`config.mk`:
```
export PLATFORM = sky130hd
export DESIGN_NAME = dram_page_ctrl
export DESIGN_NICKNAME = d
export VERILOG_FILES = /design/src/rtl/dpc_pkg.sv /design/src/rtl/dpc_refresh_timer.sv /design/src/rtl/dpc_rd_pipe.sv /design/src/rtl/dpc_seq.sv /design/src/rtl/dram_page_ctrl.sv
export SDC_FILE = /design/constraint.sdc
export NUM_CORES = 1
export LEC_CHECK = 0
export ABC_AREA = 1
export ABC_CLOCK_PERIOD_IN_PS = 1850
export CAP_MARGIN = 20
export CORE_AREA = 2 2 102 104
export DETAILED_ROUTE_END_ITERATION = 7
export DIE_AREA = 0 0 104 106
export PLACE_DENSITY_LB_ADDON = 0.12
export SYNTH_ARGS = -nofsm -noshare
export SYNTH_HDL_FRONTEND = slang
export SYNTH_SLANG_ARGS = --single-unit
```
`constraint.sdc`:
```
create_clock -name clk_i -period 1.85 [get_ports clk_i]
set_clock_uncertainty 0.1 [all_clocks]
set_input_delay 0.2775 -clock clk_i [delete_from_list [all_inputs] [get_ports clk_i]]
set_output_delay 0.2775 -clock clk_i [all_outputs]
set_load 0.005 [all_outputs]
```
`src/rtl/dpc_pkg.sv`:
```
package dpc_pkg;
  typedef enum logic [2:0] {
    ST_IDLE,
    ST_ACT,
    ST_CAS,
    ST_OPEN,
    ST_PRE,
    ST_REF
  } dpc_state_e;

  function automatic int max2(input int a, input int b);
    return (a > b) ? a : b;
  endfunction
endpackage

```
`src/rtl/dpc_refresh_timer.sv`:
```
module dpc_refresh_timer #(
  parameter int REF_CYC = 1562,
  parameter int ROW_W   = 4
) (
  input  logic             clk_i,
  input  logic             rst_ni,
  input  logic             done_i,
  output logic [1:0]       pend_o,
  output logic [ROW_W-1:0] row_o
);
  localparam int RC_W = (REF_CYC > 2) ? $clog2(REF_CYC) : 1;

  logic [RC_W-1:0] cnt_q;
  logic            tick;

  assign tick = (cnt_q == RC_W'(REF_CYC - 1));

  always_ff @(posedge clk_i or negedge rst_ni) begin
    if (!rst_ni) cnt_q <= '0;
    else if (tick) cnt_q <= '0;
    else cnt_q <= cnt_q + 1'b1;
  end

  // pending count saturates at two
  always_ff @(posedge clk_i or negedge rst_ni) begin
    if (!rst_ni) pend_o <= '0;
    else begin
      unique case ({tick, done_i})
        2'b10:   pend_o <= (pend_o == 2'd2) ? 2'd2 : pend_o + 2'd1;
        2'b01:   pend_o <= pend_o - 2'd1;
        default: pend_o <= pend_o;
      endcase
    end
  end

  always_ff @(posedge clk_i or negedge rst_ni) begin
    if (!rst_ni) row_o <= '0;
    else if (done_i) row_o <= row_o + 1'b1;
  end

  a_r10_pend_max: assert property (@(posedge clk_i) disable iff (!rst_ni)
    pend_o <= 2'd2);
endmodule

```
`src/rtl/dpc_rd_pipe.sv`:
```
module dpc_rd_pipe #(
  parameter int CAS_LAT = 2,
  parameter int DATA_W  = 8
) (
  input  logic              clk_i,
  input  logic              rst_ni,
  input  logic              issue_i,
  input  logic [DATA_W-1:0] dq_i,
  output logic              valid_o,
  output logic [DATA_W-1:0] data_o
);
  logic [CAS_LAT-1:0] st_q;
  logic               cap;

  always_ff @(posedge clk_i or negedge rst_ni) begin
    if (!rst_ni) st_q <= '0;
    else st_q <= CAS_LAT'({st_q, issue_i});
  end

  generate
    if (CAS_LAT == 1) begin : g_lat1
      assign cap = issue_i;
    end else begin : g_latn
      assign cap = st_q[CAS_LAT-2];
    end
  endgenerate

  always_ff @(posedge clk_i or negedge rst_ni) begin
    if (!rst_ni) data_o <= '0;
    else if (cap) data_o <= dq_i;
  end

  assign valid_o = st_q[CAS_LAT-1];

  a_r9_single_read: assert property (@(posedge clk_i) disable iff (!rst_ni)
    $onehot0(st_q));
endmodule

```
`src/rtl/dpc_seq.sv`:
```
module dpc_seq
  import dpc_pkg::*;
#(
  parameter int ROW_W  = 4,
  parameter int COL_W  = 4,
  parameter int DATA_W = 8,
  parameter int T_RCD  = 2,
  parameter int T_CAS  = 2,
  parameter int T_RP   = 2,
  parameter int T_RFC  = 3
) (
  input  logic              clk_i,
  input  logic              rst_ni,
  input  logic              req_valid_i,
  input  logic              req_we_i,
  input  logic [ROW_W-1:0]  req_row_i,
  input  logic [COL_W-1:0]  req_col_i,
  input  logic [DATA_W-1:0] req_wdata_i,
  output logic              req_ready_o,
  input  logic [1:0]        ref_pend_i,
  input  logic [ROW_W-1:0]  ref_row_i,
  output logic              ref_done_o,
  output logic              rd_issue_o,
  output logic              ras_n_o,
  output logic              cas_n_o,
  output logic              we_n_o,
  output logic [max2(ROW_W, COL_W)-1:0] addr_o,
  output logic [DATA_W-1:0] dq_o,
  output logic              dq_oe_o
);
  localparam int ADDR_W = max2(ROW_W, COL_W);
  localparam int TMAX   = max2(max2(T_RCD, T_CAS), max2(T_RP, T_RFC));
  localparam int CNT_W  = $clog2(TMAX + 1);

  dpc_state_e        state_q;
  logic [CNT_W-1:0]  cnt_q;
  logic [ROW_W-1:0]  row_q, open_row_q;
  logic [COL_W-1:0]  col_q;
  logic              we_q, miss_q;
  logic [DATA_W-1:0] wdata_q;
  logic              ref_due;

  assign ref_due     = (ref_pend_i != 2'd0);
  assign req_ready_o = ((state_q == ST_IDLE) || (state_q == ST_OPEN)) && !ref_due;

  always_ff @(posedge clk_i or negedge rst_ni) begin
    if (!rst_ni) begin
      state_q    <= ST_IDLE;
      cnt_q      <= '0;
      row_q      <= '0;
      col_q      <= '0;
      open_row_q <= '0;
      we_q       <= 1'b0;
      miss_q     <= 1'b0;
      wdata_q    <= '0;
      ref_done_o <= 1'b0;
      rd_issue_o <= 1'b0;
      ras_n_o    <= 1'b1;
      cas_n_o    <= 1'b1;
      we_n_o     <= 1'b1;
      addr_o     <= '0;
      dq_o       <= '0;
      dq_oe_o    <= 1'b0;
    end else begin
      ref_done_o <= 1'b0;
      rd_issue_o <= 1'b0;
      unique case (state_q)
        ST_IDLE: begin
          if (ref_due) begin
            addr_o  <= ADDR_W'(ref_row_i);
            ras_n_o <= 1'b0;
            cnt_q   <= CNT_W'(T_RFC - 1);
            state_q <= ST_REF;
          end else if (req_valid_i) begin
            row_q   <= req_row_i;
            col_q   <= req_col_i;
            we_q    <= req_we_i;
            wdata_q <= req_wdata_i;
            addr_o  <= ADDR_W'(req_row_i);
            ras_n_o <= 1'b0;
            cnt_q   <= CNT_W'(T_RCD - 1);
            state_q <= ST_ACT;
          end
        end
        ST_ACT: begin
          if (cnt_q == '0) begin
            addr_o     <= ADDR_W'(col_q);
            cas_n_o    <= 1'b0;
            we_n_o     <= !we_q;
            dq_oe_o    <= we_q;
            dq_o       <= wdata_q;
            rd_issue_o <= !we_q;
            open_row_q <= row_q;
            cnt_q      <= CNT_W'(T_CAS - 1);
            state_q    <= ST_CAS;
          end else cnt_q <= cnt_q - 1'b1;
        end
        ST_CAS: begin
          if (cnt_q == '0) begin
            cas_n_o <= 1'b1;
            we_n_o  <= 1'b1;
            dq_oe_o <= 1'b0;
            state_q <= ST_OPEN;
          end else cnt_q <= cnt_q - 1'b1;
        end
        ST_OPEN: begin
          if (ref_due) begin
            ras_n_o <= 1'b1;
            cnt_q   <= CNT_W'(T_RP - 1);
            state_q <= ST_PRE;
          end else if (req_valid_i) begin
            row_q   <= req_row_i;
            col_q   <= req_col_i;
            we_q    <= req_we_i;
            wdata_q <= req_wdata_i;
            if (req_row_i == open_row_q) begin
              addr_o     <= ADDR_W'(req_col_i);
              cas_n_o    <= 1'b0;
              we_n_o     <= !req_we_i;
              dq_oe_o    <= req_we_i;
              dq_o       <= req_wdata_i;
              rd_issue_o <= !req_we_i;
              cnt_q      <= CNT_W'(T_CAS - 1);
              state_q    <= ST_CAS;
            end else begin
              ras_n_o <= 1'b1;
              miss_q  <= 1'b1;
              cnt_q   <= CNT_W'(T_RP - 1);
              state_q <= ST_PRE;
            end
          end
        end
        ST_REF: begin
          if (cnt_q == '0) begin
            ras_n_o    <= 1'b1;
            ref_done_o <= 1'b1;
            cnt_q      <= CNT_W'(T_RP - 1);
            state_q    <= ST_PRE;
          end else cnt_q <= cnt_q - 1'b1;
        end
        ST_PRE: begin
          if (cnt_q == '0) begin
            if (miss_q) begin
              miss_q  <= 1'b0;
              addr_o  <= ADDR_W'(row_q);
              ras_n_o <= 1'b0;
              cnt_q   <= CNT_W'(T_RCD - 1);
              state_q <= ST_ACT;
            end else state_q <= ST_IDLE;
          end else cnt_q <= cnt_q - 1'b1;
        end
        default: state_q <= ST_IDLE;
      endcase
    end
  end

  // checker counters: cycles of RAS high and of CAS low
  localparam int HC_W = $clog2(T_RP + 2);
  localparam int LC_W = $clog2(T_CAS + 2);
  logic [HC_W-1:0] ras_hi_cnt;
  logic [LC_W-1:0] cas_lo_cnt;

  always_ff @(posedge clk_i or negedge rst_ni) begin
    if (!rst_ni) begin
      ras_hi_cnt <= HC_W'(T_RP);
      cas_lo_cnt <= '0;
    end else begin
      if (!ras_n_o) ras_hi_cnt <= '0;
      else if (ras_hi_cnt < HC_W'(T_RP)) ras_hi_cnt <= ras_hi_cnt + 1'b1;
      if (cas_n_o) cas_lo_cnt <= '0;
      else if (cas_lo_cnt <= LC_W'(T_CAS)) cas_lo_cnt <= cas_lo_cnt + 1'b1;
    end
  end

  a_r2_cas_in_row: assert property (@(posedge clk_i) disable iff (!rst_ni)
    !cas_n_o |-> !ras_n_o);
  a_r8_we_in_cas: assert property (@(posedge clk_i) disable iff (!rst_ni)
    !we_n_o |-> !cas_n_o);
  a_r5_precharge: assert property (@(posedge clk_i) disable iff (!rst_ni)
    $fell(ras_n_o) |-> (ras_hi_cnt >= HC_W'(T_RP)));
  a_r4_cas_width: assert property (@(posedge clk_i) disable iff (!rst_ni)
    $rose(cas_n_o) |-> (cas_lo_cnt == LC_W'(T_CAS)));
  a_r12_close_after_cas: assert property (@(posedge clk_i) disable iff (!rst_ni)
    $rose(ras_n_o) |-> $past(cas_n_o));
endmodule

```
`src/rtl/dram_page_ctrl.sv`:
```
module dram_page_ctrl
  import dpc_pkg::*;
#(
  parameter int ROW_W   = 4,
  parameter int COL_W   = 4,
  parameter int DATA_W  = 8,
  parameter int T_RCD   = 2,
  parameter int T_CAS   = 2,
  parameter int T_RP    = 2,
  parameter int T_RFC   = 3,
  parameter int CAS_LAT = 2,
  parameter int CLK_KHZ = 100000
) (
  input  logic                           clk_i,
  input  logic                           rst_ni,
  input  logic                           req_valid_i,
  output logic                           req_ready_o,
  input  logic                           req_we_i,
  input  logic [ROW_W+COL_W-1:0]         req_addr_i,
  input  logic [DATA_W-1:0]              req_wdata_i,
  output logic                           rd_valid_o,
  output logic [DATA_W-1:0]              rd_data_o,
  output logic [max2(ROW_W, COL_W)-1:0]  dram_addr_o,
  output logic                           dram_ras_n_o,
  output logic                           dram_cas_n_o,
  output logic                           dram_we_n_o,
  output logic [DATA_W-1:0]              dram_dq_o,
  output logic                           dram_dq_oe_o,
  input  logic [DATA_W-1:0]              dram_dq_i
);
  localparam int AW       = ROW_W + COL_W;
  // 15.625 us expressed in clock cycles
  localparam longint REF_RAW = (longint'(CLK_KHZ) * 64'd15625) / 64'd1000000;
  localparam int REF_CYC  = (REF_RAW < 2) ? 2 : int'(REF_RAW);

  logic [1:0]       ref_pend;
  logic [ROW_W-1:0] ref_row;
  logic             ref_done;
  logic             rd_issue;

  dpc_refresh_timer #(.REF_CYC(REF_CYC), .ROW_W(ROW_W)) u_ref (
    .clk_i  (clk_i),
    .rst_ni (rst_ni),
    .done_i (ref_done),
    .pend_o (ref_pend),
    .row_o  (ref_row)
  );

  dpc_seq #(
    .ROW_W(ROW_W), .COL_W(COL_W), .DATA_W(DATA_W),
    .T_RCD(T_RCD), .T_CAS(T_CAS), .T_RP(T_RP), .T_RFC(T_RFC)
  ) u_seq (
    .clk_i       (clk_i),
    .rst_ni      (rst_ni),
    .req_valid_i (req_valid_i),
    .req_we_i    (req_we_i),
    .req_row_i   (req_addr_i[AW-1:COL_W]),
    .req_col_i   (req_addr_i[COL_W-1:0]),
    .req_wdata_i (req_wdata_i),
    .req_ready_o (req_ready_o),
    .ref_pend_i  (ref_pend),
    .ref_row_i   (ref_row),
    .ref_done_o  (ref_done),
    .rd_issue_o  (rd_issue),
    .ras_n_o     (dram_ras_n_o),
    .cas_n_o     (dram_cas_n_o),
    .we_n_o      (dram_we_n_o),
    .addr_o      (dram_addr_o),
    .dq_o        (dram_dq_o),
    .dq_oe_o     (dram_dq_oe_o)
  );

  dpc_rd_pipe #(.CAS_LAT(CAS_LAT), .DATA_W(DATA_W)) u_rd (
    .clk_i   (clk_i),
    .rst_ni  (rst_ni),
    .issue_i (rd_issue),
    .dq_i    (dram_dq_i),
    .valid_o (rd_valid_o),
    .data_o  (rd_data_o)
  );
endmodule

```
==> out/qor.yml, run 1 <==
outcome:
  outcome: "completed"
sta:
  tns_ns: 0
  slew_headroom_pct: 74.7
  setup_viol: 0
  drv_slew: 0
  fmax_mhz: 558
  tightest_slew_ns: 0.379
  fin_crit_ns: 1.79
  finalCritPeriodShare_pct: 96.9
  hold_viol_final: 0
detailed_routing:
  vias_per_cell: 4.71
  wl_per_cell_um: 12.6
  drt-total-wl_um: 8770
  ant_nets: 0
  drt-pass1-iter-count: 4
  vias: 3284
  drtIter0Drc: 114
  drc_errors: 0
synthesis:
  synth_common_cells: "125 x nand2_1, 69 x dfrtp_1, 55 x inv_1"
  syn_inst: 466
  synth_top_area_cell: "dfrtp_1"
  synth_seq_cells: 72
  synth_warnings: 0
  synth.top_cell.area_share_pct: 44.6
  ys_seq_area_share_pct: 46.6
  synth_cell_types: 35
  synthFlopType: "dfrtp_1"
  synth_area_mm2: 0.00387
  avgSynthCellArea_um2: 8.31
  synth-async-reset-ratio_pct: 100
  synth.area.top_cells: "dfrtp_1 45%, nand2_1 12%, inv_1 5.3%, o21ai_2 4.3%, nor2_1 3.9%"
  syn_nets: 501
  synth-edff-count: 0
  synth.most_common_cell: "nand2_1"
floorplanning:
  start_util_pct: 38.7
  die-width_um: 104
  io-pin-count: 54
  dieHeight_um: 106
  core_area_mm2: 0.0100
  die-area_mm2: 0.0110
  std_cell_rows: 37
global_routing:
  antenna_found_initial: 0
  grtUsageTotal_pct: 16.9
  grt_max_degree: 73
  grt_pass1_wl_um: 15100
  overflow: 0
  grt_pass1_vias: 3221
setup_path:
  worst_ep_required_time_ns: 1.47
  crit_type: "flop to primary output"
  endpoint_kind: "primary output"
  critPathArrivalTime_ns: 1.41
  start_kind: "flop"
  cp_max_fo: 3
cts:
  clk_pin_slew_ns: 0.09
  clockRootBuffer: "clkbuf_8"
  clock_latency_ns: 0.36
  cts.sinks: 72
  numCtsBuffers: 9
  cts_tree: "built"
  cts.path.max_buffers: 2
  h-tree-depth: 3
layout:
  area_growth_syn_to_layout_pct: 28.8
  seqCellArea_mm2: 0.00181
  nFillCells: 1006
  diodes: 0
  multi_input_area_mm2: 0.00176
  nets: 591
  drive_gt1_share_pct: 21.0
power:
  power_mw: 7.90
  ir_drop_v: 0.000488
  p_per_area_mw_per_mm2: 1580
  power.leakage_nw: 2.40
placement:
  place_congestion: 0.884
  hpwl_um: 6610
  portBuffers: 53
min_path:
  min_path_type: "flop to flop"
job:
  max-cap-violations: 0
## layer usage
layer / up-vias / share of wire, % / track usage [%]
li1: 1686 / - / -
met1: 1514 / 49 / 22.8
met2: 73 / 46 / 27.7
met3: 11 / 4.1 / 2.88
met4: 0 / 1.4 / 5.60
met5: - / 0 / 0
## critical path, cell delays in order, from the launching register on
cell	delay (ns)
dfrtp_2	0.46
inv_4	0.06
nand2_1	0.07
nor2_1	0.12
inv_2	0.07
a21oi_4	0.15
buf_2	0.14
## registers in the layout, summed over array words and instances, names as in the netlist
register and flops:
u_ref.cnt_q 11, u_rd.data_o 8, u_seq.dq_o 8, u_seq.wdata_q 8, u_ref.row_o 4, u_seq.addr_o 4, u_seq.col_q 4, u_seq.open_row_q 4
u_seq.row_q 4, u_seq.state_q 3, u_rd.st_q 2, u_ref.pend_o 2, u_seq.cnt_q 2, u_seq.cas_n_o 1, u_seq.dq_oe_o 1, u_seq.miss_q 1
u_seq.ras_n_o 1, u_seq.rd_issue_o 1, u_seq.ref_done_o 1, u_seq.we_n_o 1, u_seq.we_q 1
## where the power goes
part	internal [mW]	leakage (nW)	switching [mW]	total (mW)
clock network	0.517	0.0903	0.681	1.20
logic	1.87	1.43	2.25	4.12
registers	2.20	0.882	0.386	2.58
total	4.58	2.40	3.31	7.90
## worst paths after layout
kind,from,to,slack (ns),depth (start not counted)
max,u_seq.state_q[1],req_ready_o,0.06,6
min,u_seq.rd_issue_o,u_rd.st_q[0],0.27,0
max reg2reg,u_seq.state_q[1],u_seq.cnt_q[1],0.12,10
min reg2reg,u_seq.rd_issue_o,u_rd.st_q[0],0.27,0
max in group asynchronous,rst_ni,u_seq.ras_n_o,0.92,3
min in group asynchronous,rst_ni,u_rd.data_o[2],0.38,3
## layout by cell type (no fill, tap or decap), drive strengths merged, types with 2 or more instances in the layout
cell type / n
nor3: 6
inv: 65
mux2: 8
xor2: 5
clkinvlp: 2
clkdlybuf4s50: 51
nor2: 44
nand4: 17
xnor2: 3
clkbuf: 9
nand2: 130
dfstp: 3
a21oi: 15
o211ai: 2
dfrtp: 69
mux2i: 2
ha: 7
buf: 41
o22ai: 2
nand3: 27
o21ai: 48
## cells by family (layout without fill, tap and decap cells)
family	Yosys count	after routing	share of synthesized area (%)
buffers and inverters	75	170	8.98
and+or+nand+nor	227	227	26.1
adders and majority gates	7	7	2.26
xor gates and xnor gates	8	8	1.81
AOI/OAI and AO/OA	67	67	11.4
muxes	10	10	2.84
DFF	72	72	46.6
## stage by stage
step | area (um2) | setup WS [ns] | instances | hold slack, ns | util, %
floorplan | 3870 | 0.105 | 466 | -0.118 | -
global placement | 4740 | -0.0791 | 677 | 0.243 | 47.4
detailed placement | 4740 | -0.127 | 677 | 0.240 | 47.4
CTS | 4950 | 0.00563 | 696 | 0.265 | 49.5
global route | 4990 | -0.00224 | 697 | 0.267 | 49.9
finish | 4990 | 0.0577 | 697 | 0.266 | 49.9
## area by class of cell
cell class / instances / share of cell area [%]
clock inverters: 7 / 1.28
inverters: 61 / 4.64
clock buffers: 9 / 2.48
multi-input cells: 319 / 35.2
well taps: 136 / 3.41
flip-flops and latches: 72 / 36.2
repair buffers: 93 / 16.7
## timing repair
action,4_1_cts,5_1_grt
hold endpoints to repair,69,0
endpoints found under the setup margin,2,29
resized for setup,6,12
hold buffers,1,0
pin swaps,2,6
setup buffers,2,1
No activity file was read; power rests on OpenSTA's default activity.
==> inputs of run 2 (changes only) <==
- RECOVER_POWER: default -> 50
==> run 2 against run 1 <==
Die area is the same. Hold slack is the same. Worst setup slack is the same. Critical path type unchanged.
==> out/qor.yml, run 2 (synthesis results as in run 1) <==
power:
  ir_drop_v: 0.000488
  p_per_area_mw_per_mm2: 1590
  power.leakage_nw: 2.39
floorplanning:
  start_util_pct: 38.7
  core_area_mm2: 0.0100
  dieHeight_um: 106
  std_cell_rows: 37
  die-width_um: 104
  die-area_mm2: 0.0110
  io-pin-count: 54
sta:
  slew_headroom_pct: 35.5
  hold_viol_final: 0
  drv_slew: 0
  fmax_mhz: 558
  fin_crit_ns: 1.79
  worst_slack_ns: 0.0577
  finalCritPeriodShare_pct: 96.9
  tightest_slew_ns: 0.968
  setup_viol: 0
  tns_ns: 0
setup_path:
  cp_max_fo: 3
  endpoint_kind: "primary output"
  crit_type: "flop to primary output"
  crit_chain: "inv_4, nand2_1, nor2_1, inv_2, a21oi_4, buf_2"
  worst_ep_required_time_ns: 1.47
  cpPeakStageDelay_ns: 0.46
  critPathArrivalTime_ns: 1.41
  start_kind: "flop"
  cpMaxStageDelayCell: "dfrtp_2"
layout:
  layout_common_cells: "124 x nand2_1, 67 x dfrtp_1, 54 x inv_1"
  largest_reg_flops: 11
  seqCellArea_mm2: 0.00181
  drive_gt1_share_pct: 21.0
  nets: 591
  stdcell_area_mm2: 0.00498
  top_register: "u_ref.cnt_q"
  area_growth_syn_to_layout_pct: 28.5
  nFillCells: 1008
  final_common_cell: "nand2_1"
  instances_no_fill: 697
  multi_input_area_mm2: 0.00176
  diodes: 0
global_routing:
  grt_pass1_wl_um: 15100
  grt_pass1_vias: 3221
  grt_max_degree: 73
  overflow: 0
  grtUsageTotal_pct: 16.9
  antenna_found_initial: 0
cts:
  cts.path.max_buffers: 2
  cts_tree: "built"
  numCtsBuffers: 9
  cts.sinks: 72
  clock_latency_ns: 0.36
  clockRootBuffer: "clkbuf_8"
  h-tree-depth: 3
  clk_pin_slew_ns: 0.09
detailed_routing:
  drc_errors: 0
  vias: 3284
  ant_nets: 0
  drtIter0Drc: 114
  drt-pass1-iter-count: 4
  wl_per_cell_um: 12.6
  vias_per_cell: 4.71
  drt-total-wl_um: 8770
placement:
  post-place-ws_ns: -0.127
  dp.cells: 677
  portBuffers: 53
  hpwl_um: 6610
  place_congestion: 0.884
  post_dp_cell_area_mm2: 0.00474
job:
  max-cap-violations: 0
outcome:
  outcome: "completed"
min_path:
  min_path_type: "flop to flop"
==> run 2: worst max-delay path: cells and delay by family (launching register included) <==
family,cells,cell delay [ns]
simple gates,2,0.19
compound gates,1,0.15
flops,1,0.46
buf+inv,3,0.27
==> run 2: metal layers <==
metal | GRT usage (%) | part of all wire [%]
met1 | 22.8 | 49
met2 | 27.7 | 46
met3 | 2.88 | 4.1
met4 | 5.60 | 1.4
met5 | 0 | 0
==> run 2: area by class of cell <==
class	count	share of cell area [%]
Multi-Input combinational cell	319	35.3
Clock buffer	9	2.49
Sequential cell	72	36.3
Inverter	61	4.65
Clock inverter	7	1.28
Timing Repair Buffer	93	16.5
Tap cell	136	3.42
==> run 2: repair_timing <==
action                     CTS  global route
gates resized for setup      6            12
hold buffers                 1             0
buffers inserted             2             1
setup endpoints to repair    2            29
pin swaps                    2             6
hold endpoints to repair    69             0
==> run 2: power breakdown <==
| part | switching [mW] | internal (mW) | leakage, nW | total (mW) |
|---|---|---|---|---|
| registers | 0.386 | 2.20 | 0.882 | 2.58 |
| clock network | 0.681 | 0.517 | 0.0903 | 1.20 |
| logic | 2.25 | 1.87 | 1.42 | 4.11 |
| total | 3.31 | 4.58 | 2.39 | 7.89 |
==> run 2: stage by stage <==
step           hold WS, ns  power, mW  utilization (%)
6_report             0.266       7.89             49.8
5_1_grt              0.267       8.60             49.8
4_1_cts              0.265       7.89             49.5
3_5_place_dp         0.240       6.65             47.4
3_3_place_gp         0.243       6.58             47.4
2_1_floorplan       -0.118       5.17                -
==> run 2: final timing paths <==
path	endpoint	slack, ns	depth (start not counted)	from
min in group asynchronous	u_rd.data_o[2]	0.63	3	rst_ni
setup reg to reg	u_seq.cnt_q[1]	0.12	10	u_seq.state_q[1]
hold reg to reg	u_rd.st_q[0]	0.27	0	u_seq.rd_issue_o
setup / recovery	req_ready_o	0.06	6	u_seq.state_q[1]
hold / removal	u_rd.st_q[0]	0.27	0	u_seq.rd_issue_o
max in group asynchronous	u_seq.state_q[2]	0.36	3	rst_ni
